===== src/rtl/spi_mc_pkg.sv =====
package spi_mc_pkg;

  localparam int PRE_W = 7;

  localparam logic [1:0] ADDR_CTRL = 2'd0;
  localparam logic [1:0] ADDR_STAT = 2'd1;
  localparam logic [1:0] ADDR_DATA = 2'd2;

  typedef struct packed {
    logic       irq_en;
    logic       enable;
    logic       lsb_first;
    logic       master;
    logic       cpol;
    logic       cpha;
    logic [1:0] rate;
  } ctrl_t;

  typedef enum logic [1:0] {ST_IDLE, ST_SHIFT, ST_HOLD} xfer_state_e;

  // System clocks per sck half period.
  function automatic logic [PRE_W-1:0] half_period(input logic [1:0] rate, input logic dbl);
    logic [PRE_W-1:0] base;
    case (rate)
      2'd0:    base = PRE_W'(2);
      2'd1:    base = PRE_W'(8);
      2'd2:    base = PRE_W'(32);
      default: base = PRE_W'(64);
    endcase
    return base >> dbl;
  endfunction

endpackage


===== src/rtl/spi_mc_prescaler.sv =====
module spi_mc_prescaler #(
  parameter int HW = 7
) (
  input  logic          clk,
  input  logic          rst_n,
  input  logic          run,
  input  logic [HW-1:0] half,
  output logic          tick
);
  logic [HW-1:0] cnt;

  assign tick = run && (cnt == half - HW'(1));

  always_ff @(posedge clk or negedge rst_n) begin
    if (!rst_n)            cnt <= '0;
    else if (!run || tick) cnt <= '0;
    else                   cnt <= cnt + HW'(1);
  end

  AST_TICK_SPACING: assert property (@(posedge clk) disable iff (!rst_n)
    (run && $past(run) && $past(tick) && half != HW'(1)) |-> !tick);
  AST_CNT_BOUND: assert property (@(posedge clk) disable iff (!rst_n)
    run |-> (cnt < half));

endmodule


===== src/rtl/spi_mc_shifter.sv =====
module spi_mc_shifter
  import spi_mc_pkg::*;
#(
  parameter int DW = 8,
  parameter int HW = 7
) (
  input  logic          clk,
  input  logic          rst_n,
  input  logic          enable,
  input  logic          start,
  input  logic [DW-1:0] tx_byte,
  input  logic          lsb_first,
  input  logic          cpol,
  input  logic          cpha,
  input  logic [HW-1:0] half_in,
  input  logic          tick,
  input  logic          miso,
  output logic          busy,
  output logic [HW-1:0] half_l,
  output logic          sck,
  output logic          mosi,
  output logic          ss_n,
  output logic          done_pulse,
  output logic [DW-1:0] rx_byte
);
  localparam int EDGES = 2 * DW;
  localparam int EW    = $clog2(EDGES);

  xfer_state_e   state;
  logic [EW-1:0] edge_cnt;
  logic          hold_cnt;
  logic          phase;
  logic [DW-1:0] tx_sr;
  logic [DW-1:0] rx_sr;
  logic          lsb_l, cpol_l, cpha_l;

  // Inserts one bit at the end the chosen order fills from.
  function automatic logic [DW-1:0] push_bit(input logic [DW-1:0] sr, input logic b,
                                             input logic lsb);
    return lsb ? {b, sr[DW-1:1]} : {sr[DW-2:0], b};
  endfunction

  logic leading, edge_ev, sample_ev, shift_ev, last_edge;

  assign leading    = ~edge_cnt[0];
  assign edge_ev    = (state == ST_SHIFT) && tick;
  assign sample_ev  = edge_ev && (cpha_l ? !leading : leading);
  assign shift_ev   = edge_ev && (cpha_l ? (leading && edge_cnt != '0) : !leading);
  assign last_edge  = (edge_cnt == EW'(EDGES - 1));
  assign done_pulse = enable && (state == ST_HOLD) && tick && hold_cnt;

  assign busy = (state != ST_IDLE);
  assign ss_n = ~busy;
  assign sck  = busy ? (cpol_l ^ phase) : cpol;
  assign mosi = lsb_l ? tx_sr[0] : tx_sr[DW-1];

  always_ff @(posedge clk or negedge rst_n) begin
    if (!rst_n) begin
      state    <= ST_IDLE;
      edge_cnt <= '0;
      hold_cnt <= 1'b0;
      phase    <= 1'b0;
      tx_sr    <= '0;
      rx_sr    <= '0;
      rx_byte  <= '0;
      lsb_l    <= 1'b0;
      cpol_l   <= 1'b0;
      cpha_l   <= 1'b0;
      half_l   <= HW'(1);
    end else if (!enable) begin
      state <= ST_IDLE;
      phase <= 1'b0;
    end else begin
      case (state)
        ST_IDLE: if (start) begin
          state    <= ST_SHIFT;
          tx_sr    <= tx_byte;
          rx_sr    <= '0;
          edge_cnt <= '0;
          hold_cnt <= 1'b0;
          phase    <= 1'b0;
          lsb_l    <= lsb_first;
          cpol_l   <= cpol;
          cpha_l   <= cpha;
          half_l   <= half_in;
        end
        ST_SHIFT: if (tick) begin
          phase    <= ~phase;
          edge_cnt <= edge_cnt + EW'(1);
          if (sample_ev) rx_sr <= push_bit(rx_sr, miso, lsb_l);
          if (shift_ev)  tx_sr <= push_bit(tx_sr, 1'b0, lsb_l);
          if (last_edge) state <= ST_HOLD;
        end
        ST_HOLD: if (tick) begin
          hold_cnt <= 1'b1;
          if (hold_cnt) begin
            state   <= ST_IDLE;
            rx_byte <= rx_sr;
          end
        end
        default: state <= ST_IDLE;
      endcase
    end
  end

  AST_SCK_ON_TICK: assert property (@(posedge clk) disable iff (!rst_n)
    (busy && $past(busy) && !$stable(sck)) |-> $past(tick));
  AST_SCK_HOME_AT_END: assert property (@(posedge clk) disable iff (!rst_n)
    ($rose(ss_n) && $past(enable)) |-> ($past(sck) == $past(cpol_l)));
  AST_DISABLE_STOPS: assert property (@(posedge clk) disable iff (!rst_n)
    !enable |=> ss_n);
  AST_MOSI_HELD_AT_SAMPLE: assert property (@(posedge clk) disable iff (!rst_n)
    sample_ev |=> $stable(mosi));

endmodule


===== src/rtl/spi_master_ctrl.sv =====
module spi_master_ctrl
  import spi_mc_pkg::*;
#(
  parameter int DATA_W = 8
) (
  input  logic              clk,
  input  logic              rst_n,
  input  logic [1:0]        reg_addr,
  input  logic              reg_wr,
  input  logic              reg_rd,
  input  logic [DATA_W-1:0] reg_wdata,
  output logic [DATA_W-1:0] reg_rdata,
  output logic              sck,
  output logic              mosi,
  input  logic              miso,
  output logic              ss_n,
  output logic              irq
);
  ctrl_t             ctrl;
  logic              dbl;
  logic              done_flag, collide_flag, armed;
  logic              busy, tick, done_pulse;
  logic [PRE_W-1:0]  half_l;
  logic [DATA_W-1:0] rx_byte;

  logic data_acc, data_wr, stat_rd, run_ok, start, coll_ev, flag_clr;

  assign data_acc = (reg_wr || reg_rd) && (reg_addr == ADDR_DATA);
  assign data_wr  = reg_wr && (reg_addr == ADDR_DATA);
  assign stat_rd  = reg_rd && (reg_addr == ADDR_STAT);
  assign run_ok   = ctrl.enable && ctrl.master;
  assign start    = data_wr && run_ok && !busy;
  assign coll_ev  = data_wr && busy;
  assign flag_clr = data_acc && armed;

  always_ff @(posedge clk or negedge rst_n) begin
    if (!rst_n) begin
      ctrl         <= '0;
      dbl          <= 1'b0;
      done_flag    <= 1'b0;
      collide_flag <= 1'b0;
      armed        <= 1'b0;
    end else begin
      if (reg_wr && reg_addr == ADDR_CTRL) ctrl <= ctrl_t'(reg_wdata[7:0]);
      if (reg_wr && reg_addr == ADDR_STAT) dbl  <= reg_wdata[0];

      if (done_pulse)    done_flag <= 1'b1;
      else if (flag_clr) done_flag <= 1'b0;

      if (coll_ev)       collide_flag <= 1'b1;
      else if (flag_clr) collide_flag <= 1'b0;

      if (flag_clr)                                    armed <= 1'b0;
      else if (stat_rd && (done_flag || collide_flag)) armed <= 1'b1;
    end
  end

  always_comb begin
    case (reg_addr)
      ADDR_CTRL: reg_rdata = DATA_W'(ctrl);
      ADDR_STAT: reg_rdata = DATA_W'({done_flag, collide_flag, 5'b0, dbl});
      ADDR_DATA: reg_rdata = rx_byte;
      default:   reg_rdata = '0;
    endcase
  end

  assign irq = done_flag & ctrl.irq_en;

  spi_mc_prescaler #(.HW(PRE_W)) u_pre (
    .clk  (clk),
    .rst_n(rst_n),
    .run  (busy),
    .half (half_l),
    .tick (tick)
  );

  spi_mc_shifter #(.DW(DATA_W), .HW(PRE_W)) u_shift (
    .clk       (clk),
    .rst_n     (rst_n),
    .enable    (run_ok),
    .start     (start),
    .tx_byte   (reg_wdata),
    .lsb_first (ctrl.lsb_first),
    .cpol      (ctrl.cpol),
    .cpha      (ctrl.cpha),
    .half_in   (half_period(ctrl.rate, dbl)),
    .tick      (tick),
    .miso      (miso),
    .busy      (busy),
    .half_l    (half_l),
    .sck       (sck),
    .mosi      (mosi),
    .ss_n      (ss_n),
    .done_pulse(done_pulse),
    .rx_byte   (rx_byte)
  );

  AST_DONE_WITH_RELEASE: assert property (@(posedge clk) disable iff (!rst_n)
    $rose(done_flag) |-> $rose(ss_n));
  AST_IRQ_MASKED: assert property (@(posedge clk) disable iff (!rst_n)
    !ctrl.irq_en |-> !irq);
  AST_CLEAR_NEEDS_ARM: assert property (@(posedge clk) disable iff (!rst_n)
    $fell(done_flag) |-> $past(armed));

endmodule


===== config.mk =====
export PLATFORM = sky130hd
export DESIGN_NAME = spi_master_ctrl
export DESIGN_NICKNAME = d
export VERILOG_FILES = /design/src/rtl/spi_mc_pkg.sv /design/src/rtl/spi_mc_prescaler.sv /design/src/rtl/spi_mc_shifter.sv /design/src/rtl/spi_master_ctrl.sv
export SDC_FILE = /design/constraint.sdc
export NUM_CORES = 1
export LEC_CHECK = 0
export BUFFER_PORTS_ARGS = -buffer_cell sky130_fd_sc_hd__clkbuf_2
export CAP_MARGIN = 20
export CORE_ASPECT_RATIO = 0.8
export CORE_MARGIN = 2
export CORE_UTILIZATION = 50
export DETAILED_ROUTE_END_ITERATION = 6
export PLACE_DENSITY = 0.7
export SLEW_MARGIN = 15
export SYNTH_ARGS = -nofsm -noshare
export SYNTH_HDL_FRONTEND = slang
export SYNTH_SLANG_ARGS = --single-unit

===== constraint.sdc =====
create_clock -name clk -period 9.55 [get_ports clk]
set_clock_uncertainty 0.15 [all_clocks]
set_input_delay 1.91 -clock clk [delete_from_list [all_inputs] [get_ports clk]]
set_output_delay 1.91 -clock clk [all_outputs]
set_load 0.1 [all_outputs]

==> Yosys cells after proc, flatten, opt, wreduce, memory -nomap -nowiden <==
Index checks and enable logic that the tools add are counted.
{ "totals": {"register_bits": 61, "input_bits": 15, "out_inout_bits": 12, "word_cells": 130} }
{ "op_classes": {"n_addsub": 3, "eq_ne": 19, "n_shift": 1, "mux": 38, "n_bitwise": 5, "n_reduce_logical": 41} }
{ "ops": {"columns": ["op", "n"], "rows": [
  ["$mux W8", 8],
  ["$pmux W8 S2", 2],
  ["$pmux W8 S3", 1],
  ["$pmux W7 S3", 1],
  ["$logic_and A1 B1 Y1", 19],
  ["$reduce_and A5 Y1", 3],
  ["$mux W1", 13],
  ["$mux W2", 6],
  ["$reduce_and A4 Y1", 3],
  ["$reduce_bool A2 Y1", 6],
  ["$ne A3 B3 Y1 const B", 3],
  ["$mux W4", 2],
  ["$pmux W4 S2", 1],
  ["$add A7 B1 Y7 const B", 1],
  ["$eq A7 B7 Y1", 1],
  ["$mux W7", 1],
  ["$shr A7 B1 Y7", 1],
  ["$sub A7 B1 Y7 const B", 1],
  ["$eq A2 B1 Y1 const B", 3],
  ["$eq A2 B2 Y1 const B", 3],
  ["$logic_not A2 Y1", 3],
  ["$ne A2 B2 Y1 const B", 3],
  ["$ne A3 B2 Y1 const B", 2],
  ["$pmux W2 S3", 1],
  ["12 further kinds", 19]
]} }

==> Longest topological paths before layout <==
{ "depth": {"ltp_word": 8, "depth_mapped": 10, "depth_no_buf": 8} }

==> Modules after synthesis <==
A second synthesis with hierarchy kept.
{ "unflattened": {"cells_unflattened": 298, "area_unflattened_um2": 3324.4} }
{ "by_module_without_submodules": {"columns": ["module", "instances", "cells_each", "area_each_um2", "seq_area_each_um2"], "rows": [
  ["spi_mc_shifter", 1, 177, 2097.0, 1052.3],
  ["spi_master_ctrl", 1, 68, 701.9, 300.3],
  ["spi_mc_prescaler", 1, 53, 525.5, 175.2]
]} }

==> Least setup slack after synthesis <==
Ideal clock, no wire load.
{ "synth_timing": {"kind": "in2out", "from": "input reg_addr[0]", "to": "output reg_rdata[0]", "t_arrival_ns": 4.442, "t_required_ns": 7.490, "slack_ns": 3.048, "path_stages": 3, "path_cell_list": "buf_1 > mux2i_1 > o21ai_0"} }
{ "synth_between": {"elab_chain_cells": 2, "elab_cells_between_ends": 4, "classes_between": "eq/ne: 2; mux: 1; reduce/logical: 1"} }
{ "synth_rtl": {"columns": ["element", "line", "text"], "rows": [
  ["start, declared", "spi_master_ctrl.sv:8", "input logic [1:0] reg_addr,"],
  ["$eq A2 B2 Y1 (tied with other cells)", "spi_master_ctrl.sv:59", "case (reg_addr)"],
  ["$pmux W8 S3 (*)", "spi_master_ctrl.sv:59", null],
  ["end, declared", "spi_master_ctrl.sv:12", "output logic [DATA_W-1:0] reg_rdata,"]
]} }
Every way passes the cells marked *; elsewhere a longest branch is shown, timed or not.

==> Final worst setup path <==
{ "layout_timing": {"from": "input reg_addr[1]", "to": "output reg_rdata[0]"} }
The elaborated chain is that of the path after synthesis.

==> results.py <==
metrics = {
    "logic_synthesis": {
        "netlist.area_leader.share": 0.462,
        "syn-cell-area_um2": 3250,
        "avgSynthCellArea_um2": 10.3,
        "synth_area_leaders": "dfrtp_1 (46%), mux2i_1 (9.9%), mux2_2 (8.0%)",
        "synth_nets": 335,
        "yosys_warnings": 0,
        "synth_seq_cells": 61,
        "syn-instance-count": 316,
        "synthArstFlopShare": 1.00,
        "synth_top_area_cell": "dfrtp_1",
        "synth.distinct_cells": 48,
        "ys.flop_type": "dfrtp_1",
        "ys_seq_area_frac": 0.470,
        "synth_edf_count": 0,
    },
    "min_path": {
        "worstHoldPathType": "register to register",
        "hold_depth": 2,
        "hp-start": "u_shift.cpol_l",
    },
    "setup_path": {
        "crit_required_ns": 7.49,
        "cp-start-kind": "primary input",
        "cp_max_fo": 13,
        "arrival_ns": 3.12,
        "reg2reg_depth": 8,
        "r2r-start": "u_shift.half_l[0]",
        "end_kind": "output pin",
        "path_class": "primary input to output pin",
        "crit_start": "reg_addr[1]",
    },
    "timing": {
        "rsz0062_at_grt": "no",
        "hold_slack_ns": 0.348,
        "maxSlewViolCount": 0,
        "fmaxAchievable_mhz": 193,
        "hold_viol": 0,
        "fin_crit_ns": 5.18,
        "slew_headroom": 0.374,
        "finalSetupViolCount": 0,
        "worst_pin_slew_ns": 0.940,
        "finalWorstSetupSlack_ns": 4.37,
        "setup-tns-final_ns": 0,
        "fin_crit_sh": 0.543,
    },
    "routing": {
        "wl_met1_mm": 3.50,
        "top_layer": "met4",
        "wirelength_mm": 7.02,
        "ant_nets": 0,
        "drc": 0,
        "drt-vias-per-instance": 5.57,
        "dr_wl_met3_um": 316,
        "vias": 2413,
        "drt_iter0_markers": 126,
        "first_pass_iters": 4,
        "met2_length_mm": 3.15,
        "wl_per_cell_um": 16.2,
    },
    "final_layout": {
        "drive_gt1_frac": 0.221,
        "final_net_count": 363,
        "syn_to_final_growth_pct": 11.9,
        "fill_cells": 569,
        "diodes": 0,
        "fin_cells": 433,
        "multi_input_area_um2": 1640,
        "stdcell_area_um2": 3630,
        "register_area_um2": 1530,
    },
    "die": {
        "fp.dieH_um": 76.1,
        "start_util": 0.512,
        "core_region_area_um2": 6340,
        "row_count": 26,
        "ioPinCount": 27,
        "die_area_um2": 7160,
        "die_w_um": 94.1,
    },
    "outcome": {
        "status": "finished clean",
    },
    "cts": {
        "cts_tree": "built",
        "cts_max_level": 3,
        "cts-resized-gates": 0,
        "ctsHoldBuffers": 0,
        "cts.sinks": 61,
        "post_cts_buffers": 0,
        "clock-root-buffer": "clkbuf_8",
        "clk_pin_slew_worst_paths_ns": 0.07,
        "clk_path_buf_depth": 2,
        "clk_latency_ns": 0.35,
        "numCtsBuffers": 9,
    },
    "placed_design": {
        "place_area_um2": 3460,
        "hpwl_mm": 5.08,
        "io_buffers": 26,
        "dp_slack_ns": 4.36,
        "place_congestion": 0.823,
        "dp.cells": 417,
    },
    "grt": {
        "grt_pass1_vias": 2330,
        "grt_max_degree": 62,
        "grt_pass1_wl_mm": 11.8,
        "antenna_found_initial": 0,
        "grt_overflow": 0,
        "grt_util_all_layers": 0.214,
    },
    "pwr": {
        "ir_worst_vdd_mv": 0.205,
        "p_leak_uw": 0.00170,
        "p_per_area_nw_per_um2": 239,
    },
    "job": {
        "max_cap_violations": 0,
    },
}
## where the power goes
group          internal (uW)  leakage, uW  total (uW)  switching, uW
clock network           94.0    0.0000774         204            110
registers                320     0.000784         403           82.5
logic                    110     0.000840         261            151
total                    524      0.00170         867            343
## worst paths after layout
kind | endpoint | slack [ns]
min in group asynchronous | u_shift.edge_cnt[3] | 1.56
setup / recovery | reg_rdata[0] | 4.37
setup reg to reg | u_shift.rx_byte[5] | 6.15
hold reg to reg | u_shift.cpol_l | 0.35
hold / removal | u_shift.cpol_l | 0.35
max in group asynchronous | u_shift.half_l[4] | 7.18
## kinds of logic after synthesis
kind of cell | count (synthesis) | share of synthesized area
fa+ha+maj | 4 | 0.0154
compound gates | 50 | 0.103
mux | 55 | 0.178
simple gates | 110 | 0.169
buf+inv | 22 | 0.0262
flops | 61 | 0.470
xor+xnor | 14 | 0.0378
## synth_stat cells (2+ instances only)
cell type   n
or4_1       4
nor3_1      2
xor2_1      6
buf_1       3
and3_1      2
or3_1       5
dfrtp_1    60
xnor2_1     8
or2_2       3
and2_1      3
a21oi_1     7
o31ai_1     7
nor2b_1     5
ha_1        4
nor2_1     19
nor3b_1     2
mux2i_1    32
o21ai_0    20
a31oi_1     2
nand3_1    10
inv_1      10
clkbuf_1    7
nand2b_1    3
nand2_1    45
buf_2       2
mux2_2     23
## through the flow
stage,util,power [uW]
2_1_floorplan,-,599
3_3_place_gp,0.545,655
3_5_place_dp,0.545,668
4_1_cts,0.573,871
5_1_grt,0.573,923
6_report,0.573,867
## worst max-delay path, cell delays in order
cell and delay, ns:
clkbuf_2 0.26, nor2b_1 0.29, nand2_1 0.10, o21ai_0 0.08, clkbuf_2 0.48
## flip-flops by register name (all words and copies together) (netlist names), 2 cells and up
register          cells
u_shift.tx_sr         8
u_shift.rx_byte       8
ctrl                  8
u_shift.rx_sr         8
u_pre.cnt             7
u_shift.half_l        7
u_shift.edge_cnt      4
u_shift.state         2
## layer usage
| layer | vias to the layer above | track usage |
|---|---|---|
| li1 | 1172 | - |
| met1 | 1181 | 0.317 |
| met2 | 53 | 0.306 |
| met3 | 7 | 0.0663 |
| met4 | 0 | 0.0522 |
| met5 | - | 0 |
## cells in the final DEF (no fill, tap or decap), types with 4 or more instances in the layout
master,synthesis,final
a21oi_1,7,7
mux2i_1,32,32
or4_1,4,4
nor2_1,19,19
nand2_1,45,45
xor2_1,6,6
xnor2_1,8,8
clkinvlp_4,0,4
inv_1,10,10
nor2b_1,5,5
clkbuf_8,0,9
o21ai_0,20,20
o31ai_1,7,7
mux2_2,23,23
clkbuf_2,0,26
or3_1,5,5
nand3_1,10,10
dfrtp_1,60,60
ha_1,4,4
## cell type report
| type | count | share of cell area |
|---|---|---|
| tap | 84 | 0.0289 |
| sequential | 61 | 0.420 |
| multi-input combinational | 233 | 0.450 |
| timing repair buffer | 29 | 0.0420 |
| clock inverter | 7 | 0.0145 |
| inverter | 10 | 0.0103 |
| clock buffer | 9 | 0.0341 |
Power figures use the tool's default switching activity.
